`src/rtl/branch_resolve_pkg.sv`:
```
package branch_resolve_pkg;

    localparam int INSTR_W = 32;
    localparam int IMM_W   = 16;

    typedef enum logic [3:0] {
        CND_ALWAYS = 4'h0,
        CND_NE     = 4'h1,
        CND_EQ     = 4'h2,
        CND_GTU    = 4'h3,
        CND_GEU    = 4'h4,
        CND_GTS    = 4'hC,
        CND_GES    = 4'hD
    } cond_e;

    typedef struct packed {
        logic       is_branch;
        logic       imm_form;
        logic [3:0] cond;
    } br_dec_t;

endpackage

```
`src/rtl/br_field_decode.sv`:
```
module br_field_decode
    import branch_resolve_pkg::*;
#(
    parameter int         DATA_W  = 32,
    parameter logic [7:0] OPC_REG = 8'h40,
    parameter logic [7:0] OPC_IMM = 8'h41
) (
    input  logic [INSTR_W-1:0] instr,
    input  logic [DATA_W-1:0]  rs2_val,
    output br_dec_t            dec,
    output logic [DATA_W-1:0]  opnd_b
);
    localparam int EXT_W = DATA_W - IMM_W;

    logic [7:0]       opcode;
    logic [IMM_W-1:0] imm;

    // opcode in the top byte, condition in the nibble below it
    assign opcode = instr[31:24];
    assign imm    = instr[IMM_W-1:0];

    always_comb begin
        dec.is_branch = (opcode == OPC_REG) || (opcode == OPC_IMM);
        dec.imm_form  = (opcode == OPC_IMM);
        dec.cond      = instr[23:20];
        // immediate is sign-extended; R2: register form uses rs2_val
        if (dec.imm_form)
            opnd_b = {{EXT_W{imm[IMM_W-1]}}, imm};
        else
            opnd_b = rs2_val;
    end
endmodule

```
`src/rtl/br_cond_eval.sv`:
```
module br_cond_eval
    import branch_resolve_pkg::*;
#(
    parameter int DATA_W = 32
) (
    input  br_dec_t           dec,
    input  logic [DATA_W-1:0] opnd_a,
    input  logic [DATA_W-1:0] opnd_b,
    output logic              hit,
    output logic              bad
);
    logic eq, gtu, gts;
    logic legal, cond_true;

    assign eq  = (opnd_a == opnd_b);
    assign gtu = (opnd_a > opnd_b);
    assign gts = ($signed(opnd_a) > $signed(opnd_b));

    always_comb begin
        legal     = 1'b1;
        cond_true = 1'b0;
        unique case (dec.cond)
            CND_ALWAYS: cond_true = 1'b1;
            CND_NE:     cond_true = !eq;
            CND_EQ:     cond_true = eq;
            CND_GTU:    cond_true = gtu;
            CND_GEU:    cond_true = gtu || eq;
            CND_GTS:    cond_true = gts;
            CND_GES:    cond_true = gts || eq;
            default: begin
                legal     = 1'b0;
                cond_true = 1'b0;
            end
        endcase
        hit = dec.is_branch && legal && cond_true;
        bad = dec.is_branch && !legal;             // when not a branch
    end
endmodule

```
`src/rtl/br_ip_select.sv`:
```
module br_ip_select #(
    parameter int IP_W    = 32,
    parameter int IP_STEP = 4
) (
    input  logic            taken,
    input  logic [IP_W-1:0] cur_ip,
    input  logic [IP_W-1:0] jump_target,
    output logic [IP_W-1:0] next_ip
);
    localparam logic [IP_W-1:0] STEP = IP_W'(IP_STEP);

    logic [IP_W-1:0] fall_ip;

    assign fall_ip = cur_ip + STEP;                 // R8, wraps
    assign next_ip = taken ? jump_target : fall_ip;
endmodule

```
`src/rtl/branch_resolve.sv`:
```
module branch_resolve
    import branch_resolve_pkg::*;
#(
    parameter int         DATA_W     = 32,
    parameter int         IP_W       = 32,
    parameter int         IP_STEP    = 4,
    parameter bit         REGISTERED = 1'b0,
    parameter logic [7:0] OPC_REG    = 8'h40,
    parameter logic [7:0] OPC_IMM    = 8'h41
) (
    input  logic               clk,
    input  logic               rst_n,
    input  logic [INSTR_W-1:0] instr,
    input  logic [DATA_W-1:0]  rs1_val,
    input  logic [DATA_W-1:0]  rs2_val,
    input  logic [IP_W-1:0]    cur_ip,
    input  logic [IP_W-1:0]    jump_target,
    output logic               taken,
    output logic [IP_W-1:0]    next_ip,
    output logic               bad_cond
);
    localparam logic [IP_W-1:0] STEP = IP_W'(IP_STEP);

    br_dec_t           dec;
    logic [DATA_W-1:0] opnd_b;
    logic              c_taken, c_bad;
    logic [IP_W-1:0]   c_next;
    logic              unused_fields;

    // register index fields are consumed by the register file, not here
    assign unused_fields = ^instr[19:IMM_W-4];

    br_field_decode #(
        .DATA_W (DATA_W),
        .OPC_REG(OPC_REG),
        .OPC_IMM(OPC_IMM)
    ) i_decode (
        .instr  (instr),
        .rs2_val(rs2_val),
        .dec    (dec),
        .opnd_b (opnd_b)
    );

    br_cond_eval #(.DATA_W(DATA_W)) i_eval (
        .dec   (dec),
        .opnd_a(rs1_val),
        .opnd_b(opnd_b),
        .hit   (c_taken),
        .bad   (c_bad)
    );

    br_ip_select #(.IP_W(IP_W), .IP_STEP(IP_STEP)) i_ipsel (
        .taken      (c_taken),
        .cur_ip     (cur_ip),
        .jump_target(jump_target),
        .next_ip    (c_next)
    );

    generate
        if (REGISTERED) begin : g_reg
            // one flop stage, cleared by reset
            always_ff @(posedge clk or negedge rst_n) begin
                if (!rst_n) begin
                    taken    <= 1'b0;
                    next_ip  <= '0;
                    bad_cond <= 1'b0;
                end else begin
                    taken    <= c_taken;
                    next_ip  <= c_next;
                    bad_cond <= c_bad;
                end
            end
        end else begin : g_comb
            assign taken    = c_taken;
            assign next_ip  = c_next;
            assign bad_cond = c_bad;
        end
    endgenerate

    a_r7_taken_loads_target: assert property (@(posedge clk) disable iff (!rst_n)
        c_taken |-> (c_next == jump_target));

    a_r8_fallthrough_step: assert property (@(posedge clk) disable iff (!rst_n)
        !c_taken |-> (c_next == cur_ip + STEP));

    a_r9_bad_never_taken: assert property (@(posedge clk) disable iff (!rst_n)
        c_bad |-> !c_taken);

    a_r4_always_taken: assert property (@(posedge clk) disable iff (!rst_n)
        ((instr[31:24] == OPC_REG || instr[31:24] == OPC_IMM) && instr[23:20] == 4'h0)
        |-> c_taken);

    a_r10_non_branch_quiet: assert property (@(posedge clk) disable iff (!rst_n)
        (instr[31:24] != OPC_REG && instr[31:24] != OPC_IMM) |-> (!c_taken && !c_bad));

    a_r4_eq_ne_exclusive: assert property (@(posedge clk) disable iff (!rst_n)
        (instr[31:24] == OPC_REG && (instr[23:20] == 4'h1 || instr[23:20] == 4'h2))
        |-> (c_taken == ((instr[23:20] == 4'h2) == (rs1_val == rs2_val))));
endmodule

```
`config.mk`:
```
export PLATFORM = sky130hd
export DESIGN_NAME = branch_resolve
export DESIGN_NICKNAME = d
export VERILOG_FILES = /design/src/rtl/branch_resolve_pkg.sv /design/src/rtl/br_field_decode.sv /design/src/rtl/br_cond_eval.sv /design/src/rtl/br_ip_select.sv /design/src/rtl/branch_resolve.sv
export SDC_FILE = /design/constraint.sdc
export NUM_CORES = 1
export LEC_CHECK = 0
export ABC_AREA = 1
export BUFFER_PORTS_ARGS = -buffer_cell sky130_fd_sc_hd__buf_2
export CAP_MARGIN = 20
export CORE_MARGIN = 5
export CORE_UTILIZATION = 41
export DETAILED_ROUTE_END_ITERATION = 6
export GPL_TIMING_DRIVEN = 0
export PLACE_DENSITY = 0.9
export SYNTH_ARGS = -nofsm -noshare
export SYNTH_HDL_FRONTEND = slang
export SYNTH_SLANG_ARGS = --single-unit
```
`constraint.sdc`:
```
create_clock -name vclk -period 3.85
set_clock_uncertainty 0.1 [all_clocks]
set_input_delay 0 -clock vclk [all_inputs]
set_output_delay 0 -clock vclk [all_outputs]
set_load 0.05 [all_outputs]
```
==> results by group <==
Logic synthesis
  • Post-Synthesis Cell Area: about 2300 µm²
  • Synth warn: 0
  • Sequential-to-total area share from yosys stat: 0%
  • Synth Instances: a little under 400
  • Mapped Nets: about 580
  • Count of unique library cells instantiated by Yosys: 37
  • Mean Syn Cell Area: 6.00 µm²

Timing
  • Final setup fails: 0
  • Worst-margin pin slew: between 0.6 and 0.7 ns
  • Setup TNS Final: 0 ns
  • Final worst-path cycle share: 91.5%
  • Worst hold margin: approximately 0.28 ns
  • Max-slew headroom: between 50% and 60%
  • Slew Viols, Final: 0
  • Hold Vio Cnt, Final: 0
  • Final worst setup slack: 0.326 ns
  • Peak Freq: 284 MHz
  • Min Clock Period, post-route: 3.52 ns

Placed design
  • Buffers on Ports: 190
  • Final HPWL DP: approximately 7500 µm
  • Post-Place Cells: between 600 and 700
  • Gpl congestion: just under 0.9
  • Pre-CTS WS: -0.0127 ns

Finish
  • Area delta synth->final: 48.4%
  • Commonest cells after routing, fill and taps aside: buf_2, nand2_1, nand3_1
  • Share of layout cells above drive strength 1: 39.1%
  • Nets@finish: 773
  • Commonest non-fill, non-tap cell in the layout: buf_2
  • Register Area: 0 µm²
  • N_diodes: 0
  • Seq cells: 0
  • # clk buffers: 0
  • Filler cells: 517
  • Final core utilization: 62.6%
  • Non-Filler Instances: 648

Clock tree
  • CTS Hold Bufs: 0

Worst setup path
  • Worst path depth: 25
  • Family with the most delay on the worst path: simple AND/OR/NAND/NOR gates
  • Crit-path max cell delay: approximately 0.32 ns
  • Crit path launch type: input pin
  • Worst Path Required: 3.75 ns
  • Worst Path Arrival: 3.42 ns
  • Critical Path Sink Type: primary output
  • Buf+Inv Stages, Crit Path: 6
  • Crit Path Max Fanout: 10
  • Critical path type: input pin to primary output
  • Worst path most repeated cell: nand2_1
  • CP max stage cell: or2_1

Global routing
  • Largest net degree at the start of global routing: 11
  • Remaining global-route overflow: 0
  • Gr usage total: about a fifth
  • First-pass GRT wire length: roughly 13000 µm
  • Initial antenna violation count: 0
  • Vias in the first global route: 3253

Floorplanning
  • Total Die Area: approximately 7300 µm²
  • Boundary Pins: 196
  • Die Width: approximately 85 µm
  • Die span in y: around 85 µm
  • Initial Utilization: 42.1%
  • Core Box Area: 5510 µm²
  • FP Rows: 27

Pwr
  • Cell Pwr Density: 107 nW/µm²
  • Leak: around 2.1 nW
  • Peak supply drop: between 0.07 and 0.08 mV

Detailed routing
  • Via-to-Cell Ratio: 5.08
  • DRC errors left: 0
  • Post-Route WL: 8460 µm
  • ANT nets after route: 0
  • Drt first pass iters: 4
  • DR iter-0 viols: 61
  • Wire per inst: 13.1 µm
  • Routed vias: 3291

Flow run
  • Max cap viols: 0

Hold path
  • Hold depth: 4
  • Hold crit path type: input pin to primary output

Run status
  • Outcome: complete, no violations
==> cells by family (layout without fill, tap and decap cells) <==
kind of cell	after synthesis	after routing	synth area share [%]
buf+inv	43	232	8.52
fa+ha+maj	33	33	17.8
compound gates	42	42	9.60
xor+xnor	28	28	10.6
simple gates	227	227	47.5
mux	14	14	6.04
==> final cells by class <==
cell class | count | area, µm² | share of cell area, %
multi-input combinational | 344 | 2130 | 61.8
inverter | 29 | 113 | 3.27
buffer | 13 | 90.1 | 2.62
timing repair buffer | 190 | 1020 | 29.7
tap | 72 | 90.1 | 2.62
==> repair_timing <==
| item | CTS | global route |
|---|---|---|
| setup buffers | 0 | 0 |
| endpoints found under the setup margin | 3 | 33 |
| resized for setup | 1 | 51 |
==> metrics by stage <==
| step | cell area (µm²) | total power, W |
|---|---|---|
| after floorplan | 2320 | 0.000213 |
| after global placement | 3360 | 0.000342 |
| after detailed placement | 3360 | 0.000355 |
| after CTS | 3360 | 0.000356 |
| after global routing | 3440 | 0.000404 |
| final | 3440 | 0.000368 |
==> cell usage after synthesis <==
library cell	count	area (µm²)
nor4_4	1	21.3
or2_1	1	6.26
nand3_1	41	205
nor3_4	2	32.5
buf_2	2	10.0
clkinv_1	1	3.75
a21oi_1	16	80.1
nor2_1	18	67.6
or2_2	1	6.26
nor4_1	3	18.8
inv_2	1	3.75
nand2_1	126	473
nor3_1	6	30.0
ha_1	33	413
nand2_2	5	31.3
a21o_1	2	15.0
and3b_2	1	10.0
o21ai_0	20	100
nand2_4	3	33.8
xor2_1	20	175
nand3_2	4	40.0
inv_1	27	101
nor3_2	2	20.0
nand4_1	6	37.5
nor2_4	2	22.5
o21a_1	2	15.0
xnor2_1	8	70.1
o21ai_1	1	5.00
o211ai_1	1	7.51
buf_6	3	33.8
mux2i_1	14	140
nor2_2	1	6.26
and3_1	1	6.26
and2_1	2	12.5
nand4_4	1	21.3
buf_4	3	22.5
clkbuf_1	6	22.5
==> metal layers <==
metal / vias up / track usage (%) / share of wire (%)
met5: - / 0 / 0
met4: 0 / 3.45 / 1.5
met3: 14 / 1.84 / 5.9
met2: 111 / 42.8 / 55
met1: 1489 / 22.4 / 38
li1: 1677 / - / -
==> worst paths after layout <==
kind	start	to	slack, ns
worst max-delay path	instr[31]	next_ip[1]	0.33
worst min-delay path	jump_target[9]	next_ip[9]	0.28
==> report_power, final <==
part | switching [W] | internal (W) | leakage [nW] | total (W)
clock network | 0 | 0 | 0 | 0
logic | 0.000218 | 0.000150 | 2.12 | 0.000368
registers | 0 | 0 | 0 | 0
total | 0.000218 | 0.000150 | 2.12 | 0.000368
Power figures use the tool's default switching activity.
